<file path="config.mk">
export PLATFORM = sky130hd
export DESIGN_NAME = msaa_interleave
export DESIGN_NICKNAME = d
export VERILOG_FILES = /design/src/rtl/msaa_interleave.sv
export SDC_FILE = /design/constraint.sdc
export NUM_CORES = 1
export LEC_CHECK = 0
export ABC_AREA = 1
export BUFFER_PORTS_ARGS = -buffer_cell sky130_fd_sc_hd__buf_2
export CAP_MARGIN = 20
export CORE_MARGIN = 3
export CORE_UTILIZATION = 50
export CTS_CLUSTER_SIZE = 25
export DETAILED_ROUTE_END_ITERATION = 7
export HOLD_SLACK_MARGIN = 0.12
export PLACE_DENSITY_LB_ADDON = 0.12
export RECOVER_POWER = 100
export SLEW_MARGIN = 20
export SYNTH_ARGS = -nofsm -noshare
export SYNTH_HDL_FRONTEND = slang
export SYNTH_SLANG_ARGS = --single-unit
</file>
<file path="constraint.sdc">
create_clock -name clk -period 1.7 [get_ports clk]
set_clock_uncertainty 0.15 [all_clocks]
set_input_delay 0.17 -clock clk [delete_from_list [all_inputs] [get_ports clk]]
set_output_delay 0.17 -clock clk [all_outputs]
set_load 0.02 [all_outputs]
</file>
<file path="src/rtl/msaa_interleave.sv">
module msaa_interleave #(
  parameter int XW      = 14,
  parameter int OW      = 16,
  parameter int SW      = XW + 3,
  parameter bit REG_OUT = 1'b1
) (
  input  logic          clk,
  input  logic          rst_n,
  input  logic          in_valid,
  input  logic [XW-1:0] x,
  input  logic [XW-1:0] y,
  input  logic [2:0]    sample,
  input  logic [3:0]    req_count,
  input  logic [XW-1:0] surf_w,
  input  logic [XW-1:0] surf_h,
  output logic          out_valid,
  output logic [OW-1:0] phys_x,
  output logic [OW-1:0] phys_y,
  output logic [OW-1:0] log_x,
  output logic [OW-1:0] log_y,
  output logic          sample_err,
  output logic [3:0]    norm_count,
  output logic [SW-1:0] alloc_w,
  output logic [SW-1:0] alloc_h
);

  logic          is4, is8, err_c;
  logic [3:0]    norm_c;
  logic [XW:0]   w_even, h_even;
  logic [SW-1:0] aw_c, ah_c;
  logic [OW-1:0] px_c, py_c, lx_c, ly_c;

  assign is8    = req_count > 4'd4;
  assign is4    = (req_count != 4'd0) && !is8;
  assign norm_c = is8 ? 4'd8 : (is4 ? 4'd4 : 4'd0);
  assign err_c  = is8 | (is4 & sample[2]);

  // pad to the 2x2 block before scaling
  assign w_even = {1'b0, surf_w} + (XW+1)'(surf_w[0]);
  assign h_even = {1'b0, surf_h} + (XW+1)'(surf_h[0]);
  assign aw_c   = is8 ? (SW'(w_even) << 2) : is4 ? (SW'(w_even) << 1) : SW'(surf_w);
  assign ah_c   = (is4 | is8) ? (SW'(h_even) << 1) : SW'(surf_h);

  always_comb begin
    px_c = OW'(x);
    py_c = OW'(y);
    lx_c = OW'(x);
    ly_c = OW'(y);
    if (is4 && !sample[2]) begin
      px_c = OW'({x[XW-1:1], sample[0], x[0]});
      py_c = OW'({y[XW-1:1], sample[1], y[0]});
      lx_c = OW'({x, sample[1]});
      ly_c = OW'({y, sample[0]});
    end
  end

  generate
    if (REG_OUT) begin : g_reg
      always_ff @(posedge clk or negedge rst_n) begin
        if (!rst_n) begin
          out_valid  <= 1'b0;
          phys_x     <= '0;
          phys_y     <= '0;
          log_x      <= '0;
          log_y      <= '0;
          sample_err <= 1'b0;
          norm_count <= '0;
          alloc_w    <= '0;
          alloc_h    <= '0;
        end else begin
          out_valid  <= in_valid;
          phys_x     <= px_c;
          phys_y     <= py_c;
          log_x      <= lx_c;
          log_y      <= ly_c;
          sample_err <= err_c;
          norm_count <= norm_c;
          alloc_w    <= aw_c;
          alloc_h    <= ah_c;
        end
      end

      p_valid_follow_r9: assert property (@(posedge clk) disable iff (!rst_n)
        in_valid |=> out_valid);
      p_valid_drop_r9: assert property (@(posedge clk) disable iff (!rst_n)
        !in_valid |=> !out_valid);
      p_zero_count_r1: assert property (@(posedge clk) disable iff (!rst_n)
        (in_valid && req_count == 4'd0) |=> (norm_count == 4'd0));
      p_size_aligned_r2: assert property (@(posedge clk) disable iff (!rst_n)
        (out_valid && norm_count != 4'd0) |-> (alloc_w[1:0] == 2'b00 && alloc_h[1:0] == 2'b00));
      p_passthrough_r4: assert property (@(posedge clk) disable iff (!rst_n)
        (in_valid && req_count == 4'd0) |=> (alloc_w == SW'($past(surf_w)) && alloc_h == SW'($past(surf_h))));
      p_bad_sample_r8: assert property (@(posedge clk) disable iff (!rst_n)
        (in_valid && req_count != 4'd0 && req_count <= 4'd4 && sample[2]) |=> sample_err);
      p_quadrant_r5: assert property (@(posedge clk) disable iff (!rst_n)
        (in_valid && req_count != 4'd0 && req_count <= 4'd4 && !sample[2])
          |=> (phys_x[1] == $past(sample[0]) && phys_y[1] == $past(sample[1])));
    end else begin : g_comb
      assign out_valid  = in_valid;
      assign phys_x     = px_c;
      assign phys_y     = py_c;
      assign log_x      = lx_c;
      assign log_y      = ly_c;
      assign sample_err = err_c;
      assign norm_count = norm_c;
      assign alloc_w    = aw_c;
      assign alloc_h    = ah_c;
    end
  endgenerate

endmodule

</file>
==> metrics.txt, run 1 <==
DR vias around 3800; vias in the first global route ~3800; I/O pins between 150 and 200; htree depth 3; PortBufs 162; fin util between 70% and 80%; Nets 740; Peak VDD IR around 0.00057 V; Levels on crit path 8; WL final roughly 12000 µm; Crit path arrival time ~1.8 ns; starting density of the core 51.9%; first-pass GRT wire length around 18000 µm; DIE HEIGHT between 90 and 100 µm; ANT nets after route 0; initial antenna violation count 0; headroom to the max-slew limit between 30% and 40%; Yosys warning count 0; PwrDens between 800 and 900 nW/µm²; worst hold start sample[2]; Yosys cell types 27; most frequent CP cell nand2_1; wire per inst ~15 µm; Inst Count DP roughly 670; Hold Crit Class input port to flip-flop; DR vias/cell between 4 and 5; critical path class input port to flip-flop; share of cells above drive strength 1 between 10 and 15%; Worst Path Required between 1.5 and 2 ns; Crit. End Element flip-flop; multi-input logic area 1380 µm²; CTS Sinks slightly above 70; mapped cell area roughly 3500 µm²; fmax slightly above 600 MHz; leakage 0.00265 µW; startpoint types input port; Antenna diodes 0; setup TNS 0 ns; DPL Wire Length around 6900 µm; CP delay by family, top buffers and inverters; die area 8130 µm²; Clock Path Buffers 2; outcome finished clean; post-synthesis cell count around 450; Metal-1 WL around 4400 µm; final non-filler cell total 772; metal2 WL 6170 µm; Worst Setup SP surf_h[12]; max-cap violation count 0; Hold Violations, Final 0; 1st-iter DRT viols 170; total congestion overflow 0; die width 90.2 µm; Area after DPL about 4300 µm²; post-route DRC violation count 0; register area about 1800 µm²; Final setup viols 0; CP max FO 3; worst path bufs/invs 4; top routing layer used met4; clk root buf clkbuf_8; minimum clock period about 1.6 ns; Seq cells post-synth ~70; final slew viol count 0; Row Count 30; slowest CP cell dlygate4sd3_1; Num CTS Buffers 9; slowest stage delay, CP ~0.54 ns; Global Route Usage Sum between 20% and 30%; drt first pass iters 5; worst-path cell chain dlygate4sd3_1 > clkbuf_2 > inv_1 > nand4_1 > nand2_1 > nand2_1 > nand2_1 > dlygate4sd3_1; final non-filler cell area 5280 µm²; Hold Crit Depth 5; Mapped Avg Cell Area 7.96 µm²; Slew @ Worst Pin 0.991 ns; CTS tree done; largest net degree at the start of global routing 33; fin crit share approximately 96%; area grow syn2layout 49.0%; register area share after synthesis 50.1%; core box area about 7000 µm²; Fillers 555; Final GP Congestion a little under 0.9; total power 4410 µW; clock input transition at the sequential cells of the worst setup and hold paths about 0.080 ns; met3 wire length about 800 µm
## final timing paths
kind | slack, ns | end
min in group asynchronous | 0.35 | log_x[5]$_DFF_PN0_
max in group asynchronous | 0.23 | alloc_h[4]$_DFF_PN0_
max | 0.06 | alloc_h[13]$_DFF_PN0_
min | 0.14 | log_y[0]$_DFF_PN0_
## what timing repair did
action                                  in CTS  in global routing
resized for setup                            0                 16
hold buffers                                84                  0
buffers inserted                             0                  1
hold endpoints to repair                   141                  0
endpoints found under the setup margin       0                 24
## worst min-delay path: cells and delay by family
family | cells | cell delay, ns
compound gates | 1 | 0.06
buf+inv | 2 | 0.25
simple gates | 2 | 0.11
## synth_stat cells
cell type / number / share of area [%]
o21ai_1: 1 / 0.14
nor2_1: 30 / 3.2
ha_1: 2 / 0.71
o211ai_1: 1 / 0.21
inv_2: 1 / 0.11
conb_1: 1 / 0.11
nand3_2: 1 / 0.28
nand2b_1: 1 / 0.18
nand2_2: 1 / 0.18
xor2_1: 6 / 1.5
buf_2: 7 / 0.99
dfrtp_1: 71 / 50
nand2_1: 168 / 18
inv_1: 37 / 3.9
nand4_1: 10 / 1.8
xnor2_1: 4 / 0.99
nor2_2: 4 / 0.71
o21ai_2: 1 / 0.25
nor2_4: 1 / 0.32
nor3_1: 2 / 0.28
nand3_1: 20 / 2.8
buf_6: 2 / 0.64
o21ai_0: 30 / 4.2
clkbuf_1: 2 / 0.21
buf_4: 34 / 7.2
a21oi_1: 6 / 0.85
nand2_4: 1 / 0.32
## power by group
group	total (µW)	internal (µW)	switching [µW]
clock network	1460	816	646
logic	1080	394	681
registers	1880	1820	56.4
## flip-flops by register name, indices dropped and copies added (netlist names)
| signal | cells |
|---|---|
| sample_err | 1 |
| norm_count | 2 |
| log_x | 15 |
| phys_x | 2 |
| log_y | 15 |
| out_valid | 1 |
| alloc_w | 17 |
| alloc_h | 16 |
| phys_y | 2 |
## layout make-up
| cell class | count | share of cell area, % |
|---|---|---|
| sequential | 71 | 33.6 |
| clock buffer | 9 | 2.35 |
| clock inverter | 6 | 1.64 |
| tap | 96 | 2.27 |
| multi-input combinational | 298 | 26.1 |
| timing repair buffer | 254 | 31.2 |
| inverter | 38 | 2.80 |
## logic make-up (layout without fill, tap and decap cells)
| group | Yosys count | in the layout | share of synthesized area, % |
|---|---|---|---|
| xor+xnor | 10 | 10 | 2.47 |
| other cells | 1 | 7 | 0.106 |
| buf+inv | 83 | 307 | 13.1 |
| compound gates | 39 | 39 | 5.68 |
| fa+ha+maj | 2 | 2 | 0.706 |
| simple gates | 239 | 240 | 27.8 |
| flops | 71 | 71 | 50.1 |
## through the flow
step	hold slack, ns	worst slack (ns)
finish	0.138	0.0603
global route	0.153	-0.0137
CTS	0.122	0.00751
detailed placement	-0.0109	0.110
global placement	-0.0281	0.168
floorplan	-0.276	0.457
## layer usage
metal  global-route usage [%]  vias to the layer above
li1                         -                     1797
met1                     30.9                     1799
met2                     51.6                      182
met3                     6.53                       16
met4                     7.91                        0
met5                        0                        -
## cells in the final DEF, fill, tap and decap left out, types with 2 or more instances in the layout
| cell | count |
|---|---|
| nand2_1 | 167 |
| clkbuf_1 | 106 |
| dlygate4sd3_1 | 82 |
| dfrtp_1 | 71 |
| buf_2 | 52 |
| inv_1 | 37 |
| o21ai_0 | 30 |
| nor2_1 | 28 |
| nand3_1 | 20 |
| nand4_1 | 10 |
| clkbuf_8 | 9 |
| conb_1 | 7 |
| a21oi_1 | 6 |
| nor2_2 | 5 |
| xor2_1 | 5 |
| xnor2_1 | 4 |
| clkbuf_2 | 3 |
| buf_12 | 3 |
| buf_4 | 3 |
| nor2_4 | 2 |
| clkinv_4 | 2 |
| nor3_1 | 2 |
| nand2_2 | 2 |
| bufinv_16 | 2 |
| clkinv_2 | 2 |
| dlymetal6s4s_1 | 2 |
| buf_6 | 2 |
Note: power is estimated with default switching activity, not from simulation.
==> run 2: changes to the inputs <==
--- a/config.mk
+++ b/config.mk
@@ -5,7 +5,6 @@
 export SDC_FILE = /design/constraint.sdc
 export NUM_CORES = 1
 export LEC_CHECK = 0
-export ABC_AREA = 1
 export BUFFER_PORTS_ARGS = -buffer_cell sky130_fd_sc_hd__buf_2
 export CAP_MARGIN = 20
 export CORE_MARGIN = 3
==> metrics.txt, run 2 <==
most frequent cells in the layout clkbuf_1, nand2_1, dfrtp_1; initial antenna violation count 0; drt first pass iters 6; htree depth 3; Antenna diodes 0; Seq cells post-synth a little over 70; DPL Wire Length approximately 6500 µm; most instantiated cells after synthesis nand2_1, dfrtp_1, buf_4; die width roughly 90 µm; setup ws final 0.0643 ns; DR vias/cell 5.02; wire per inst approximately 14 µm; Yosys warning count 0; die area roughly 8000 µm²; startpoint types input port; worst path bufs/invs 3; leakage between 0.002 and 0.0025 µW; fin util between 70% and 80%; worst-path cell chain buf_2 > or4_4 > clkbuf_1 > clkbuf_1 > mux2i_1 > a21oi_1; Area after DPL around 4200 µm²; Global Route Usage Sum between 20% and 30%; clk root buf clkbuf_8; Final GP Congestion roughly 0.87; Largest register FFs 17; Crit. End Element flip-flop; vias in the first global route 3209; clock input transition at the sequential cells of the worst setup and hold paths around 0.070 ns; largest net degree at the start of global routing a little over 70; final non-filler cell total approximately 670; I/O pins between 150 and 200; slowest CP cell or4_4; first-pass GRT wire length between 10000 and 15000 µm; Levels on crit path 6; most frequent CP cell clkbuf_1; CP delay by family, top buffers and inverters; top routing layer used met4; CTS tree done; WL final about 9600 µm; fin crit share 96.2%; CP max FO 11; area grow syn2layout 41.0%; headroom to the max-slew limit 36.9%; met3 wire length about 800 µm; critical path class input port to flip-flop; total congestion overflow 0; final slew viol count 0; top-count cell post-synth nand2_1; starting density of the core a little over half; Num CTS Buffers 9; minimum clock period around 1.6 ns; Final setup viols 0; ANT nets after route 0; slowest stage delay, CP approximately 0.54 ns; Slew @ Worst Pin 0.947 ns; fraction of registers with async set or reset after synthesis 100%; Worst Path Required ~1.8 ns; Main synth FF type dfrtp_1; metal2 WL roughly 4900 µm; Hold Crit Class input port to flip-flop; RSZ-0062 raised after global routing true; Post-synth EDFFs 0; Yosys cell types 50; Hold Violations, Final 0; total power a little under 4000 µW; post-synthesis cell count 372; post-route DRC violation count 0; share of cells above drive strength 1 roughly 17%; CTS Sinks around 70; top post-synthesis cells by area dfrtp_1, nand2_1, buf_4, xnor2_1, o21ai_0; Metal-1 WL 3750 µm; Yosys top cell area share between 50% and 60%; Hold Crit Depth 4; cell taking the most area after synthesis dfrtp_1; Mapped Avg Cell Area a little over 9 µm²; PortBufs 162; Clock Path Buffers 2; mapped cell area roughly 3500 µm²; Crit path arrival time ~1.7 ns; final non-filler cell area roughly 5000 µm²; PwrDens roughly 800 nW/µm²; 1st-iter DRT viols 85; core box area 6530 µm²; DR vias 3343; Largest regs alloc_w: 17 flops, alloc_h: 16 flops; fmax 611 MHz; commonest non-fill, non-tap cell in the layout clkbuf_1; DIE HEIGHT approximately 89 µm; Peak VDD IR ~0.00045 V; Biggest register alloc_w; Row Count 29; max-cap violation count 0; Nets about 650; Inst Count DP slightly below 600; Setup WS pre-CTS approximately 0.017 ns; outcome finished clean; register area share after synthesis 51.2%
## run 2: logic make-up after synthesis
logic type / Yosys count / share of synthesized area [%]
other cells: 1 / 0.108
buf+inv: 56 / 10.6
compound gates: 45 / 8.43
mux: 6 / 1.77
fa+ha+maj: 2 / 0.721
simple gates: 174 / 22.9
flops: 71 / 51.2
xor+xnor: 17 / 4.29
## run 2: where the power goes
part / internal [µW] / total, µW / leakage, µW / switching, µW
Combinational: 344 / 940 / 0.00134 / 597
Sequential: 1810 / 1860 / 0.000851 / 48.2
Clock: 524 / 1120 / 0.0000801 / 601
Total: 2680 / 3930 / 0.00227 / 1250
## run 2: metrics by stage
step / setup TNS [ns] / hold slack [ns]
6_report: 0 / 0.126
5_1_grt: -0.0408 / 0.144
4_1_cts: 0 / 0.120
3_5_place_dp: 0 / 0.0763
3_3_place_gp: 0 / 0.0741
2_1_floorplan: 0 / -0.276
## run 2: per-layer routing
layer  GRT usage (%)  up-vias
li1                -     1622
met1            26.9     1570
met2            42.3      134
met3            6.91       17
met4            9.07        0
met5               0        -
## run 2: layout make-up
class / instances / area [µm²]
clock buffers: 12 / 135
multi-input cells: 251 / 1370
flip-flops and latches: 71 / 1780
well taps: 77 / 96.3
fillers: 541 / 1640
repair buffers: 243 / 1470
clock inverters: 4 / 22.5
inverters: 8 / 30.0
## run 2: path summary, 6_finish.rpt
kind,start,end
max,req_count[2],alloc_w[5]$_DFF_PN0_
min,surf_w[10],alloc_w[10]$_DFF_PN0_
max in group asynchronous,rst_n,alloc_w[8]$_DFF_PN0_
min in group asynchronous,rst_n,log_x[3]$_DFF_PN0_
## run 2: what timing repair did
action                     4_1_cts  5_1_grt
hold endpoints to repair       136        1
hold buffers                    62        1
gates resized for setup          0        5
setup endpoints to repair        0        8
setup buffers                    0        1
==> run 3: changes to the inputs <==
--- a/config.mk
+++ b/config.mk
@@ -14,6 +14,7 @@
 export HOLD_SLACK_MARGIN = 0.12
 export PLACE_DENSITY_LB_ADDON = 0.12
 export RECOVER_POWER = 100
+export REMOVE_ABC_BUFFERS = 1
 export SLEW_MARGIN = 20
 export SYNTH_ARGS = -nofsm -noshare
 export SYNTH_HDL_FRONTEND = slang
==> metrics.txt, run 3 (synthesis results as in run 2) <==
fin crit share ~100%; most frequent CP cell dlygate4sd3_1; Clock Path Buffers 2; Num CTS Buffers 9; Largest register FFs 17; DR vias 3418; worst-path cell chain dlygate4sd3_1 > buf_6 > nand3_1 > xor2_1 > o21ai_1 > dlygate4sd3_1; PortBufs 162; Worst Path Required about 1.8 ns; setup TNS 0 ns; first-pass GRT wire length 14800 µm; most frequent cells in the layout clkbuf_1, nand2_1, dfrtp_1; DR vias/cell roughly 5.1; largest net degree at the start of global routing 72; Final GP Congestion around 0.87; Area after DPL about 4300 µm²; Slew @ Worst Pin 0.945 ns; register area 1780 µm²; Biggest register alloc_w; I/O pins 170; area grow syn2layout 41.0%; slowest stage delay, CP 0.55 ns; setup bufs post-CTS 0; CTS tree done; slowest CP cell dlygate4sd3_1; CP max FO 5; share of cells above drive strength 1 around 17%; outcome finished clean; critical path class input port to flip-flop; max-cap violation count 0; total power between 3000 and 4000 µW; Crit. End Element flip-flop; startpoint types input port; clk root buf clkbuf_8; total congestion overflow 0; 1st-iter DRT viols 80; Peak VDD IR about 0.00048 V; commonest non-fill, non-tap cell in the layout clkbuf_1; Global Route Usage Sum 24.3%; Final setup viols 0; Row Count 29; Fillers ~550; wire per inst 14.8 µm; fmax slightly above 600 MHz; PwrDens ~810 nW/µm²; WL final 9860 µm; minimum clock period roughly 1.7 ns; Inst Count DP 591; ANT nets after route 0; vias in the first global route about 3200; DPL Wire Length ~6600 µm; Antenna diodes 0; die area about 8000 µm²; htree depth 3; clock input transition at the sequential cells of the worst setup and hold paths ~0.08 ns; Hold Crit Class input port to flip-flop; DIE HEIGHT 89.3 µm; Nets between 600 and 700; multi-input logic area between 1000 and 1500 µm²; core box area around 6500 µm²; Crit path arrival time ~1.7 ns; final non-filler cell total 668; final non-filler cell area ~4900 µm²; CTS Sinks 71; initial antenna violation count 0; Hold Crit Depth 4; drt first pass iters 5; final slew viol count 0; headroom to the max-slew limit 37.0%; Hold Violations, Final 0; die width ~90 µm; starting density of the core 53.2%; RSZ-0062 raised after global routing false; setup ws final approximately 0.045 ns; Largest regs alloc_w: 17 flops, alloc_h: 16 flops; post-route DRC violation count 0; Setup WS pre-CTS slightly below 0.008 ns; leakage about 0.0023 µW
run 3: metal layers:
layer	GRT usage, %	share of wire, %	vias up
met5	0	0	-
met4	11.9	2.6	0
met3	5.71	8.2	26
met2	42.6	51	168
met1	27.6	39	1595
li1	-	-	1629
run 3: layout make-up:
cell class	count	share of cell area, %
repair buffers	246	29.8
flip-flops and latches	71	36.3
inverters	8	0.613
clock buffers	11	2.89
clock inverters	4	0.460
well taps	77	1.97
multi-input cells	251	27.9
run 3: worst max-delay path, delay by kind of cell:
family | cells | cell delay [ns]
buf+inv | 3 | 1.23
xor+xnor | 1 | 0.17
simple gates | 1 | 0.09
compound gates | 1 | 0.08
run 3: what timing repair did:
action | 4_1_cts | 5_1_grt
endpoints found under the hold margin | 138 | 0
setup endpoints to repair | 0 | 8
hold buffers | 64 | 0
resized for setup | 0 | 6
run 3: power breakdown:
| part | switching, µW | total (µW) | internal (µW) |
|---|---|---|---|
| Sequential | 51.9 | 1870 | 1810 |
| Clock | 612 | 1170 | 554 |
| Combinational | 603 | 944 | 341 |
| Total | 1270 | 3980 | 2710 |
run 3: final timing paths:
| kind | from | to |
|---|---|---|
| max | surf_h[2] | alloc_h[4]$_DFF_PN0_ |
| min | surf_w[8] | alloc_w[8]$_DFF_PN0_ |
| max in group asynchronous | rst_n | alloc_h[2]$_DFF_PN0_ |
| min in group asynchronous | rst_n | out_valid$_DFF_PN0_ |
run 3: metrics by stage:
stage               util [%]  hold slack, ns
floorplan                  -          -0.276
global placement        65.6          0.0737
detailed placement      65.6          0.0794
CTS                     77.9           0.122
global route            75.0           0.151
finish                  75.0           0.148
